==> config.mk <==
export PLATFORM = sky130hd
export DESIGN_NAME = cbo_perm_gate
export DESIGN_NICKNAME = d
export VERILOG_FILES = /design/src/rtl/cbo_pkg.sv /design/src/rtl/cbo_env_gate.sv /design/src/rtl/cbo_access_rule.sv /design/src/rtl/cbo_block_align.sv /design/src/rtl/cbo_perm_gate.sv
export SDC_FILE = /design/constraint.sdc
export NUM_CORES = 1
export LEC_CHECK = 0
export CAP_MARGIN = 40
export CORE_ASPECT_RATIO = 0.5
export CORE_UTILIZATION = 37
export CTS_BUF_LIST = sky130_fd_sc_hd__clkbuf_16
export DETAILED_ROUTE_END_ITERATION = 8
export PLACE_DENSITY = 0.75
export SYNTH_ARGS = -nofsm -noshare
export SYNTH_HDL_FRONTEND = slang
export SYNTH_HIERARCHICAL = 1
export SYNTH_SLANG_ARGS = --single-unit
export TNS_END_PERCENT = 5
==> constraint.sdc <==
create_clock -name clk -period 3.1 [get_ports clk]
set_input_delay 0.465 -clock clk [delete_from_list [all_inputs] [get_ports clk]]
set_output_delay 0.465 -clock clk [all_outputs]
set_load 0.02 [all_outputs]
==> src/rtl/cbo_pkg.sv <==
package cbo_pkg;
  typedef enum logic [1:0] {
    OP_ZERO  = 2'd0,
    OP_CLEAN = 2'd1,
    OP_FLUSH = 2'd2,
    OP_INVAL = 2'd3
  } cbo_op_e;

  typedef enum logic [1:0] {
    RES_GO     = 2'd0,
    RES_ILLEGAL = 2'd1,
    RES_VIRT   = 2'd2,
    RES_SFAULT = 2'd3
  } cbo_res_e;

  localparam logic [1:0] PRIV_U = 2'd0;
  localparam logic [1:0] PRIV_S = 2'd1;
  localparam logic [1:0] PRIV_M = 2'd3;

  localparam int EN_W = 3;
endpackage

==> src/rtl/cbo_env_gate.sv <==
module cbo_env_gate
  import cbo_pkg::*;
(
  input  logic [1:0]      priv,
  input  logic            virt,
  input  logic [1:0]      op,
  input  logic [EN_W-1:0] m_en,
  input  logic [EN_W-1:0] h_en,
  input  logic [EN_W-1:0] s_en,
  output logic            fault,
  output cbo_res_e        fault_code
);
  logic [1:0] sel;
  logic       mb, hb, sb;
  logic       below_m, le_s, below_s;

  always_comb begin
    case (op)
      OP_ZERO:  sel = 2'd0;
      OP_INVAL: sel = 2'd2;
      default:  sel = 2'd1;
    endcase
  end

  assign mb      = m_en[sel];
  assign hb      = h_en[sel];
  assign sb      = s_en[sel];
  assign below_m = (priv < PRIV_M);
  assign le_s    = (priv <= PRIV_S);
  assign below_s = (priv < PRIV_S);

  always_comb begin
    fault      = 1'b1;
    fault_code = RES_ILLEGAL;
    if (below_m && !mb) begin
      fault_code = RES_ILLEGAL;
    end else if (virt && ((le_s && !hb) || (below_s && !sb))) begin
      fault_code = RES_VIRT;
    end else if (below_s && !sb) begin
      fault_code = RES_ILLEGAL;
    end else begin
      fault      = 1'b0;
      fault_code = RES_GO;
    end
  end
endmodule

==> src/rtl/cbo_access_rule.sv <==
module cbo_access_rule
  import cbo_pkg::*;
(
  input  logic [1:0] op,
  input  logic       load_ok,
  input  logic       store_ok,
  output cbo_res_e   verdict
);
  logic allowed;

  always_comb begin
    if (op == OP_ZERO) allowed = store_ok;
    else               allowed = load_ok || store_ok;
  end

  assign verdict = allowed ? RES_GO : RES_SFAULT;
endmodule

==> src/rtl/cbo_block_align.sv <==
module cbo_block_align #(
  parameter int ADDR_W      = 32,
  parameter int BLOCK_BYTES = 64
) (
  input  logic [ADDR_W-1:0] addr_in,
  output logic [ADDR_W-1:0] addr_out
);
  localparam int OFS_W = (BLOCK_BYTES > 1) ? $clog2(BLOCK_BYTES) : 0;

  generate
    if (OFS_W == 0) begin : g_byte
      assign addr_out = addr_in;
    end else begin : g_block
      assign addr_out = {addr_in[ADDR_W-1:OFS_W], {OFS_W{1'b0}}};
    end
  endgenerate
endmodule

==> src/rtl/cbo_perm_gate.sv <==
module cbo_perm_gate
  import cbo_pkg::*;
#(
  parameter int ADDR_W      = 32,
  parameter int BLOCK_BYTES = 64
) (
  input  logic              clk,
  input  logic              rst,
  input  logic              req_valid,
  input  logic [1:0]        req_priv,
  input  logic              req_virt,
  input  logic [1:0]        req_op,
  input  logic [2:0]        m_en,
  input  logic [2:0]        h_en,
  input  logic [2:0]        s_en,
  input  logic [ADDR_W-1:0] req_addr,
  input  logic              load_ok,
  input  logic              store_ok,
  output logic              rsp_valid,
  output logic [1:0]        rsp_result,
  output logic [ADDR_W-1:0] rsp_addr
);
  logic              env_fault;
  cbo_res_e          env_code;
  cbo_res_e          acc_code;
  cbo_res_e          verdict;
  logic [ADDR_W-1:0] aligned;

  cbo_env_gate u_env (
    .priv       (req_priv),
    .virt       (req_virt),
    .op         (req_op),
    .m_en       (m_en),
    .h_en       (h_en),
    .s_en       (s_en),
    .fault      (env_fault),
    .fault_code (env_code)
  );

  cbo_access_rule u_acc (
    .op       (req_op),
    .load_ok  (load_ok),
    .store_ok (store_ok),
    .verdict  (acc_code)
  );

  cbo_block_align #(.ADDR_W(ADDR_W), .BLOCK_BYTES(BLOCK_BYTES)) u_align (
    .addr_in  (req_addr),
    .addr_out (aligned)
  );

  assign verdict = env_fault ? env_code : acc_code;

  always_ff @(posedge clk) begin
    if (rst) begin
      rsp_valid  <= 1'b0;
      rsp_result <= RES_GO;
      rsp_addr   <= '0;
    end else begin
      rsp_valid <= req_valid;
      if (req_valid) begin
        rsp_result <= verdict;
        rsp_addr   <= aligned;
      end
    end
  end
endmodule

==> results.yml <==
clock_tree:
  cts.sink_count: 35
  tritoncts: "done"
  cts_setup_buffers: 0
  clk_path_buf_depth: 2
  h-tree-depth: 2
  cts_buffers: 5
  clk_pin_slew_ns: 0.05
  clock_latency_ns: 0.27
  cts-root-buf: "clkbuf_16"
  cts_resized: 0
  cts_hold_buffers: 0
global_route:
  antenna_found_initial: 0
  grt_pass1_wl_microns: 5260
  first_global_vias: 1144
  grt_max_degree: 36
  overflow: 0
  grtUsageTotal: 0.137
timing:
  setup_violations: 0
  timing.final.max_slew_violations: 0
  fmax_mhz: 474
  fin_tns_setup_ns: 0
  period_share: 0.680
  rsz0062_at_grt: "no"
  finClkSkew_ns: 0
  period_minus_slack_ns: 2.11
  hold_violations: 0
synthesis:
  synthCells: 169
  ys_types: 21
  avgSynthCellArea_sq_um: 9.97
  async_flop_share: 0
  ys.flop_type: "dfxtp_1"
  synth_edf_count: 0
  yosysWarnings: 6
  syn_area_sq_mm: 0.00169
  ys_seq_elements: 35
  ys_seq_area_frac: 0.416
setup_path:
  crit_family: "compound AO/OA/AOI/OAI gates"
  critPathBufInv: 1
  startpoint_type: "input pin"
  cp-end-kind: "flip-flop"
  max_stage_delay_ns: 0.43
  critPathArrivalTime_ns: 2.29
  crit_chain: "clkdlybuf4s50_1 -> ha_1 -> mux2i_1 -> o211ai_1 -> o211ai_1 -> mux2i_1 -> a211oi_1"
  crit_type: "input pin to flip-flop"
  critPathMaxFanout: 6
  cpMaxStageDelayCell: "clkdlybuf4s50_1"
  cp.required_ns: 3.28
detailed_routing:
  routedWlPerCell_microns: 11.7
  route.detailed.drc: 0
  firstDrtPassIters: 4
  drt-met1-wl_microns: 1410
  drt_iter0_drc: 29
  top_layer: "met4"
  wl_met3_microns: 140
  vias: 1203
  ant_nets: 0
  via_per_inst: 4.36
  routed_wl_microns: 3220
  met2_length_microns: 1650
pwr:
  power.density_mw_per_mm2: 557
  ir_drop_mv: 0.341
  p_leak_nw: 1.04
final_layout:
  diodes: 0
  fin_nets: 273
  final_area_sq_mm: 0.00244
  final_common_cell: "clkdlybuf4s50_1"
  final_cell_mix: "78 x clkdlybuf4s50_1, 37 x mux2i_1, 36 x nor2_1"
  drive_gt1_frac: 0.0541
  area_delta_synth_final_pct: 44.6
die:
  initial_core_util: 0.409
  rows: 16
  coreArea_sq_mm: 0.00412
  fp.dieW_microns: 97.4
  die_h_microns: 49.7
  die-area_sq_mm: 0.00485
  io_pins: 86
place:
  port_buffers: 79
  post-dp-hpwl_microns: 2400
  dpl_cell_area_sq_mm: 0.00225
  globalplace.congestion: 0.791
job:
  cap_viol_max_count: 0
run_status:
  status: "finished, final reports clean"
hold_path:
  hold_path_class: "flip-flop to flip-flop"
## routing by layer
metal,GRT usage,vias up
li1,-,626
met1,0.154,549
met2,0.251,24
met3,0.0411,4
met4,0.0441,0
met5,0,-
## cell usage after synthesis, drive strengths merged, types with 2 or more instances
library cell	instances	share of area
mux2i	37	0.22
a211oi	2	0.0089
dfxtp	35	0.42
nor2	36	0.080
inv	2	0.0045
buf	39	0.20
o211ai	4	0.018
nand3b	3	0.013
clkbuf	2	0.0045
## registers in the layout, indices dropped and copies added, names as in the netlist
signal and count:
rsp_addr 32, rsp_result 2, rsp_valid 1
## logic make-up after synthesis
family | Yosys count | synth area share
mux | 37 | 0.220
compound gates | 9 | 0.0431
flops | 35 | 0.416
buf+inv | 43 | 0.204
fa+ha+maj | 1 | 0.00742
other cells | 1 | 0.00223
simple gates | 43 | 0.108
## report_power, final
part | internal, mW | leakage [nW] | switching (mW)
Sequential | 0.478 | 0.289 | 0.0130
Clock | 0.457 | 0.0952 | 0.176
Combinational | 0.134 | 0.656 | 0.0996
## path summary, 6_finish.rpt
check                                  start       endpoint  slack, ns  cells after the start
worst min register to register  rsp_addr[24]   rsp_addr[24]       0.49                      2
worst max-delay path               req_op[0]  rsp_result[1]       0.99                      7
worst min-delay path            rsp_addr[24]   rsp_addr[24]       0.49                      2
worst max register to register  rsp_addr[26]   rsp_addr[26]       2.44                      2
## final cells by class
cell class,count,area [sq um]
inverter,2,7.51
clock buffer,5,125
fill,364,1690
timing repair buffer,81,813
multi-input combinational,96,659
tap,54,67.6
clock inverter,3,63.8
sequential,35,701
## through the flow
step           instances  hold slack (ns)  setup slack [ns]   util  total power [mW]
2_1_floorplan        174            0.556              1.30      -             0.650
3_3_place_gp         267            0.473             0.733  0.540             0.729
3_5_place_dp         268            0.481             0.696  0.545             0.735
4_1_cts              276            0.497             0.971  0.591              1.38
5_1_grt              276            0.516             0.841  0.591              1.41
6_report             276            0.492             0.993  0.591              1.36
## tightest hold or removal path, delay by kind of cell, from the launching register on
family	cells	cell delay (ns)
flip-flops	1	0.32
multiplexers	1	0.07
AND/OR/NAND/NOR	1	0.07
Power figures use the tool's default switching activity.
